`config.mk`:
```
export PLATFORM = sky130hd
export DESIGN_NAME = conv_timing_gen
export DESIGN_NICKNAME = d
export VERILOG_FILES = /design/src/rtl/ctg_pkg.sv /design/src/rtl/ctg_shift_div.sv /design/src/rtl/ctg_adj_ctrl.sv /design/src/rtl/ctg_ctr_a.sv /design/src/rtl/ctg_ctr_b.sv /design/src/rtl/conv_timing_gen.sv
export SDC_FILE = /design/constraint.sdc
export NUM_CORES = 1
export LEC_CHECK = 0
export BUFFER_PORTS_ARGS = -buffer_cell sky130_fd_sc_hd__buf_2
export CORE_MARGIN = 2
export CORE_UTILIZATION = 51
export DETAILED_ROUTE_END_ITERATION = 8
export HOLD_SLACK_MARGIN = 0.02
export PLACE_DENSITY = 0.72
export SLEW_MARGIN = 40
export SYNTH_ARGS = -nofsm -noshare
export SYNTH_HDL_FRONTEND = slang
export SYNTH_HIERARCHICAL = 1
export SYNTH_SLANG_ARGS = --single-unit
```
`constraint.sdc`:
```
create_clock -name clk_i -period 3.22 [get_ports clk_i]
set_input_delay 0.161 -clock clk_i [delete_from_list [all_inputs] [get_ports clk_i]]
set_output_delay 0.161 -clock clk_i [all_outputs]
set_load 0.005 [all_outputs]
```
`src/rtl/ctg_pkg.sv`:
```
package ctg_pkg;
  typedef enum logic [1:0] {
    ADJ_NONE  = 2'b00,
    ADJ_EARLY = 2'b01,
    ADJ_LATE  = 2'b10
  } adj_e;

  function automatic adj_e decode_adj(input logic [1:0] code);
    case (code)
      2'b01:   return ADJ_EARLY;
      2'b10:   return ADJ_LATE;
      default: return ADJ_NONE;
    endcase
  endfunction
endpackage

```
`src/rtl/ctg_shift_div.sv`:
```
module ctg_shift_div #(
  parameter int DIV_LOG2 = 2
) (
  input  logic clk_i,
  input  logic rst_ni,
  output logic shift_clk_o
);
  logic [DIV_LOG2-1:0] ph_q;

  always_ff @(posedge clk_i or negedge rst_ni) begin
    if (!rst_ni) ph_q <= '0;
    else         ph_q <= ph_q + 1'b1;
  end

  assign shift_clk_o = ph_q[DIV_LOG2-1];

  generate
    if (DIV_LOG2 > 1) begin : g_chk
      // each level of the shift clock lasts more than one master clock
      a_r1_shift_hold: assert property (@(posedge clk_i) disable iff (!rst_ni)
        $rose(shift_clk_o) |=> shift_clk_o);
    end
  endgenerate
endmodule

```
`src/rtl/ctg_adj_ctrl.sv`:
```
module ctg_adj_ctrl
  import ctg_pkg::*;
(
  input  logic       clk_i,
  input  logic       rst_ni,
  input  logic       load_i,
  input  logic [1:0] cmd_i,
  input  logic       consume_i,
  output adj_e       mode_o
);
  adj_e mode_q;

  always_ff @(posedge clk_i or negedge rst_ni) begin
    if (!rst_ni)        mode_q <= ADJ_NONE;
    else if (load_i)    mode_q <= decode_adj(cmd_i);
    else if (consume_i) mode_q <= ADJ_NONE;
  end

  assign mode_o = mode_q;
endmodule

```
`src/rtl/ctg_ctr_a.sv`:
```
module ctg_ctr_a
  import ctg_pkg::*;
#(
  parameter int W = 8
) (
  input  logic         clk_i,
  input  logic         rst_ni,
  input  logic [W-1:0] a_i,
  input  logic [W-1:0] ofs_i,
  input  adj_e         mode_i,
  input  logic         conv_evt_i,
  output logic         a_tc_o,
  output logic         filt_o
);
  localparam int CW = W + 1;
  localparam int SW = W + 2;

  logic [CW-1:0]        cnt_q, a_base, reload;
  logic signed [SW-1:0] adj_sum;
  logic                 filt_q;

  always_comb begin
    a_base  = (a_i == '0) ? CW'(1) : CW'(a_i);
    adj_sum = $signed({1'b0, a_base});
    if (mode_i == ADJ_EARLY)     adj_sum = $signed({1'b0, a_base}) - $signed({2'b00, ofs_i});
    else if (mode_i == ADJ_LATE) adj_sum = $signed({1'b0, a_base}) + $signed({2'b00, ofs_i});
    if (conv_evt_i && mode_i != ADJ_NONE)
      reload = (adj_sum < 1) ? CW'(1) : CW'(adj_sum);
    else
      reload = a_base;
  end

  assign a_tc_o = (cnt_q == CW'(1));

  always_ff @(posedge clk_i or negedge rst_ni) begin
    if (!rst_ni) begin
      cnt_q  <= CW'(1);
      filt_q <= 1'b1;
    end else if (a_tc_o) begin
      cnt_q  <= reload;
      filt_q <= ~filt_q;
    end else begin
      cnt_q  <= cnt_q - 1'b1;
    end
  end

  assign filt_o = filt_q;

  // the filter clock moves only when counter A expires
  a_r2_filt_on_tc: assert property (@(posedge clk_i) disable iff (!rst_ni)
    !a_tc_o |=> $stable(filt_q));
  // counter A never holds zero, even after a clamped reload
  a_r10_cnt_nonzero: assert property (@(posedge clk_i) disable iff (!rst_ni)
    cnt_q != '0);
endmodule

```
`src/rtl/ctg_ctr_b.sv`:
```
module ctg_ctr_b #(
  parameter int W = 8
) (
  input  logic         clk_i,
  input  logic         rst_ni,
  input  logic [W-1:0] b_i,
  input  logic         tick_i,
  output logic         last_o
);
  logic [W-1:0] cnt_q, b_eff;

  assign b_eff  = (b_i == '0) ? W'(1) : b_i;
  assign last_o = (cnt_q == W'(1));

  always_ff @(posedge clk_i or negedge rst_ni) begin
    if (!rst_ni)     cnt_q <= W'(1);
    else if (tick_i) cnt_q <= last_o ? b_eff : cnt_q - 1'b1;
  end

  // counter B never holds zero
  a_r5_cnt_nonzero: assert property (@(posedge clk_i) disable iff (!rst_ni)
    cnt_q != '0);
endmodule

```
`src/rtl/conv_timing_gen.sv`:
```
module conv_timing_gen
  import ctg_pkg::*;
#(
  parameter int W        = 8,
  parameter int DIV_LOG2 = 2
) (
  input  logic         clk_i,
  input  logic         rst_ni,
  input  logic [W-1:0] a_val_i,
  input  logic [W-1:0] a_ofs_i,
  input  logic [W-1:0] b_val_i,
  input  logic         adj_load_i,
  input  logic [1:0]   adj_cmd_i,
  output logic         shift_clk_o,
  output logic         filt_clk_o,
  output logic         conv_o
);
  adj_e mode;
  logic a_tc, filt, b_last, conv_evt, conv_q;

  ctg_shift_div #(.DIV_LOG2(DIV_LOG2)) u_shift (
    .clk_i(clk_i), .rst_ni(rst_ni), .shift_clk_o(shift_clk_o));

  ctg_adj_ctrl u_adj (
    .clk_i(clk_i), .rst_ni(rst_ni), .load_i(adj_load_i), .cmd_i(adj_cmd_i),
    .consume_i(conv_evt), .mode_o(mode));

  ctg_ctr_a #(.W(W)) u_ctr_a (
    .clk_i(clk_i), .rst_ni(rst_ni), .a_i(a_val_i), .ofs_i(a_ofs_i),
    .mode_i(mode), .conv_evt_i(conv_evt), .a_tc_o(a_tc), .filt_o(filt));

  // counter B advances once per full filter period (on the falling toggle)
  ctg_ctr_b #(.W(W)) u_ctr_b (
    .clk_i(clk_i), .rst_ni(rst_ni), .b_i(b_val_i), .tick_i(a_tc && filt),
    .last_o(b_last));

  assign conv_evt = a_tc && filt && b_last;

  always_ff @(posedge clk_i or negedge rst_ni) begin
    if (!rst_ni) conv_q <= 1'b0;
    else         conv_q <= conv_evt;
  end

  assign filt_clk_o = filt;
  assign conv_o     = conv_q;

  // the strobe lasts a single master clock
  a_r4_conv_single: assert property (@(posedge clk_i) disable iff (!rst_ni)
    conv_o |=> !conv_o);
  // a conversion event without a new load leaves no command pending
  a_r9_one_shot: assert property (@(posedge clk_i) disable iff (!rst_ni)
    (conv_evt && !adj_load_i) |=> (mode == ADJ_NONE));
  // a strobe is always preceded by the filter clock falling
  a_r4_conv_on_fall: assert property (@(posedge clk_i) disable iff (!rst_ni)
    $rose(conv_o) |-> $fell(filt_clk_o));
endmodule

```
; ---- After elaboration in Yosys (flattened, before gate mapping)
; Index checks and enable logic that the tools add are counted.
[totals]
reg_bits = 23
out_inout_bits = 3
[op_classes]
add_sub_neg = 5
magnitude_cmp = 1
n_eq_ne = 6
muxes = 11
n_bitwise = 1
reduce_logical = 7
[ops]
columns = cell, count
row1 = $mux W9, 3
row2 = $mux W8, 3
row3 = $mux W10, 2
row4 = $logic_not A8 Y1, 2
row5 = $add A9 B8 Y10, 1
row6 = $lt A10 B2 Y1 const B, 1
row7 = $sub A9 B8 Y10, 1
row8 = $eq A9 B1 Y1 const B, 1
row9 = $sub A9 B1 Y9 const B, 1
row10 = $eq A8 B1 Y1 const B, 1
row11 = $sub A8 B1 Y8 const B, 1
row12 = $eq A2 B1 Y1 const B, 2
row13 = $eq A2 B2 Y1 const B, 2
row14 = $mux W2, 2
row15 = $pmux W2 S2, 1
row16 = $reduce_bool A2 Y1, 2
row17 = $logic_and A1 B1 Y1, 3
row18 = $add A2 B1 Y2 const B, 1
row19 = $not A1 Y1, 1

; ---- Logic depth before layout (Yosys ltp)
[logic_depth]
depth_word = 9
depth_mapped = 12
ltp_nobuf = 12

; ---- Cells and area by module
; Netlist, hierarchy kept.
[by_module_without_submodules]
columns = mod, instances, cells_each, area_per_inst_um2, seq_area_each_um2
row1 = ctg_ctr_a, 1, 184, 1493.9, 252.7
row2 = ctg_ctr_b, 1, 58, 530.5, 201.4
row3 = ctg_adj_ctrl, 1, 7, 81.3, 50.0
row4 = ctg_shift_div, 1, 4, 62.6, 50.0
row5 = conv_timing_gen, 1, 3, 37.5, 25.0

; ---- Worst setup path before layout
; No wires, ideal clock.
[synth_path]
path_type = input to register
startpoint = input a_val_i[4]
endpoint = register u_ctr_a.cnt_q[6]
t_arrival_ps = 2584
required_ps = 3138
path_slack_ps = 553
cell_stages = 12
n_path_buf = 0
path_cell_list = nor4_1 > a21o_1 > inv_1 > ha_1 > fa_1 > and2b_1 > o2111ai_2 > a21oi_2 > o21ai_2 > and2_4 > or4_1 > a22oi_2
[synth_between]
elab_chain_len = 9
[synth_lines]
columns = element, line_no
row1 = from (decl), conv_timing_gen.sv:9  ; input logic [W-1:0] a_val_i,
row2 = $logic_not A8 Y1, ctg_ctr_a.sv:23  ; a_base = (a_i == '0) ? CW'(1) : CW'(a_i);
row3 = $mux W8 *, ctg_ctr_a.sv:23
row4 = $add A9 B8 Y10, ctg_ctr_a.sv:26  ; else if (mode_i == ADJ_LATE) adj_sum = $signed({1'b0, a_base}) + $signed({2'b00, ofs_i});
row5 = $mux W10, ctg_ctr_a.sv:26
row6 = $mux W10, ctg_ctr_a.sv:25  ; if (mode_i == ADJ_EARLY) adj_sum = $signed({1'b0, a_base}) - $signed({2'b00, ofs_i});
row7 = $lt A10 B2 Y1, ctg_ctr_a.sv:28  ; reload = (adj_sum < 1) ? CW'(1) : CW'(adj_sum);
row8 = $mux W9, ctg_ctr_a.sv:28
row9 = $mux W9 *, ctg_ctr_a.sv:27  ; if (conv_evt_i && mode_i != ADJ_NONE)
row10 = $mux W9 *, ctg_ctr_a.sv:39  ; end else if (a_tc_o) begin
row11 = to (signal assigned), ctg_ctr_a.sv:40  ; cnt_q <= reload;
row12 = to (signal assigned), ctg_ctr_a.sv:43  ; cnt_q <= cnt_q - 1'b1;
row13 = to (decl), ctg_ctr_a.sv:18  ; logic [CW-1:0] cnt_q, a_base, reload;
; Every way passes the cells marked *; elsewhere a longest branch is shown, timed or not.
; A chain may end at the register's enable or synchronous reset.

; ---- Worst setup path after layout
; Ends and elaborated chain as after synthesis.

==> results.tsv <==
metric	value	unit
num_antenna_cells	0	
finish.utilization	0.591	
drv_slew	0	
m1WireLength	2260	um
dr_total_vias	1906	
tns	0	ns
grt_max_degree	24	
seq_area	579	um2
fin_nets	336	
grt.overflow.total	0	
synth_seq_cells	23	
layout_min_cycle_time	2.83	ns
wl_met3	123	um
antenna_found_initial	0	
initialDrtViolationCount	72	
grtUsageTotal	0.204	
yosysMostFrequentCell	inv_1	
totalPowerFinal	863	uW
dp_hpwl	3730	um
drive_above_1_share	0.197	
post-route-drc-count	0	
netlist_area	2210	um2
start_util	0.540	
slew_headroom	0.598	
p_leak	0.00112	uW
ys.flop_type	dfrtp_1	
maxCapViolations	0	
p_int	568	uW
gp_congestion	0.875	
dr.pass1.iters	4	
crit_family	simple AND/OR/NAND/NOR gates	
pwr-share-seq	0.443	
cp.buffers_inverters	2	
clk_pin_slew	0.08	ns
crit_chain	buf_2 > nor4_1 > a21o_1 > inv_1 > ha_1 > fa_1 > and2b_1 > o2111ai_2 > a21oi_2 > o21ai_2 > and2_4 > or4_1 > a22oi_2	
cpPeakStageDelay	0.53	ns
top_layer	met4	
clock_latency	0.27	ns
cts_num_sinks	23	
postRouteAntennaNets	0	
slowest_stage	or4_1	
tightest_slew	0.595	ns
cts_buffers	3	
ir_worst_vdd	0.150	mV
final_cells	334	
synth_nets	307	
die_h	69.8	um
wl_met2	2190	um
clockRootBuffer	clkbuf_8	
clockBufferDepth	2	
syn_to_final_growth	9.47	%
htree_levels	1	
worstSetupStartpointType	input port	
finalHoldViolations	0	
grt_pass1_vias	1839	
final.period_utilization	0.879	
synth-edff-count	0	
path_max_fanout	5	
dp_cells	329	
finalSetupViolations	0	
dieArea	4870	um2
p_sw	294	uW
die_w	69.8	um
synthCells	256	
routed_wl	4660	um
fp-row-count	23	
io_buffers	31	
rsz0062_at_grt	false	
critPathCaptureType	flip-flop	
switching_share	0.341	
post_cts_buffers	0	
pwr_density_cell	357	nW/um2
ys_top_cells_by_count	inv_1 (23), dfrtp_1 (20), ha_1 (20)	
synth_top_area_cell	dfrtp_1	
via_per_inst	5.71	
synthArstFlopShare	1.00	
ys_top_cells_by_area	dfrtp_1 (23%), ha_1 (11%), xnor2_1 (5.2%)	
synth.avg_cell_area	8.62	um2
fmax	353	MHz
multi_input_area	1460	um2
ys_types	63	
fillers	393	
ys_seq_area_frac	0.263	
crit_type	in2reg	
outcome	complete, no violations	
worstPathArrival	3.02	ns
hp-class	in2reg	
synth_top_area_frac	0.227	
grt_pass1_wl	8250	um
combPwrFrac	0.350	
clock_skew	0.00741	ns
routedWlPerCell	13.9	um
core_area	4090	um2
yosysWarningCount	6	
p_clk_frac	0.207	
num_io_pins	32	
required	3.41	ns
cts_tree	yes	
-- cell families (layout without fill, tap and decap cells) --
family,count (synthesis),after routing,synth area share
simple gates,81,81,0.210
compound gates,80,80,0.255
buf+inv,34,62,0.0777
fa+ha+maj,22,22,0.132
xor+xnor,16,16,0.0635
flops,23,23,0.263
-- cell type report --
type,count,share of cell area
multi-input cells,199,0.604
well taps,50,0.0259
repair buffers,33,0.0715
clock buffers,3,0.0171
inverters,25,0.0394
clock inverters,1,0.00207
flip-flops and latches,23,0.240
-- cell usage in the layout (no fill, tap or decap), types with 2 or more instances in the layout --
cell        n
a21boi_1    2
a21o_1      2
a21oi_1    14
a221o_1     2
a221oi_1    3
a22oi_1     5
a2bb2oi_1   2
a31oi_1     4
a32o_1      2
and3_1      2
buf_2      31
clkbuf_8    3
clkinv_2    2
dfrtp_1    20
dfstp_2     3
fa_1        2
ha_1       20
inv_1      23
nand2_1    14
nand2b_1    6
nand3_1     6
nand3b_1    2
nor2_1     18
nor2b_1     7
nor3_1      6
nor4_1      4
o211ai_1    2
o21ai_0    14
o21ai_1     4
o21ai_2     2
o21bai_1    2
o22ai_1     3
o31ai_1     3
or3_1       3
or4_1       3
xnor2_1    13
xor2_1      3
-- power groups by stage --
stage | sequential (uW) | clock [uW] | combinational, uW
6_report | 382 | 179 | 302
3_5_place_dp | 386 | 0 | 297
2_1_floorplan | 378 | 0 | 233
5_1_grt | 392 | 196 | 343
4_1_cts | 381 | 185 | 300
3_3_place_gp | 384 | 0 | 294
-- state kept, by name, summed over array words and instances (netlist names) --
name            count
u_adj/mode_o        2
u_ctr_a/filt_o      1
u_ctr_b/cnt_q       8
conv_o              1
u_shift/ph_q        2
u_ctr_a/cnt_q       9
-- worst reg2reg max path: cells and delay by family (launching register included) --
family	cells	cell delay (ns)
AND/OR/NAND/NOR	5	1.55
AO/OA/AOI/OAI	3	0.49
flip-flops	1	0.42
buffers and inverters	1	0.16
-- per-stage QoR --
| stage | area, um2 | setup slack [ns] | hold WS (ns) |
|---|---|---|---|
| detailed placement | 2360 | 0.156 | 0.167 |
| CTS | 2410 | 0.406 | 0.151 |
| global route | 2410 | 0.218 | 0.160 |
| global placement | 2350 | 0.273 | 0.163 |
| floorplan | 2210 | 0.553 | -0.135 |
| finish | 2410 | 0.391 | 0.158 |
-- final timing paths --
path	from	endpoint	slack [ns]	cells past startpoint
worst max-delay path	a_val_i[4]	u_ctr_a/cnt_q[6]$_DFF_PN0_	0.39	13
worst min-delay path	adj_cmd_i[1]	u_adj/mode_o[1]$_DFFE_PN0P_	0.16	2
worst max register to register	u_ctr_a/cnt_q[4]$_DFF_PN0_	u_ctr_a/cnt_q[0]$_DFF_PN1_	0.55	9
worst min register to register	u_shift/ph_q[0]$_DFF_PN0_	u_shift/ph_q[0]$_DFF_PN0_	0.44	1
max in group asynchronous	rst_ni	u_ctr_a/cnt_q[0]$_DFF_PN1_	2.45	2
min in group asynchronous	rst_ni	u_ctr_b/cnt_q[5]$_DFFE_PN0P_	0.40	2
-- metal layers --
metal,global-route usage,vias to the layer above
li1,-,979
met2,0.344,30
met3,0.0247,9
met1,0.272,888
met4,0.0641,0
met5,0,-
-- what timing repair did --
item	4_1_cts	5_1_grt
endpoints found under the hold margin	20	0
hold buffers	1	0
resized for setup	0	0
No activity file was read; power rests on OpenSTA's default activity.
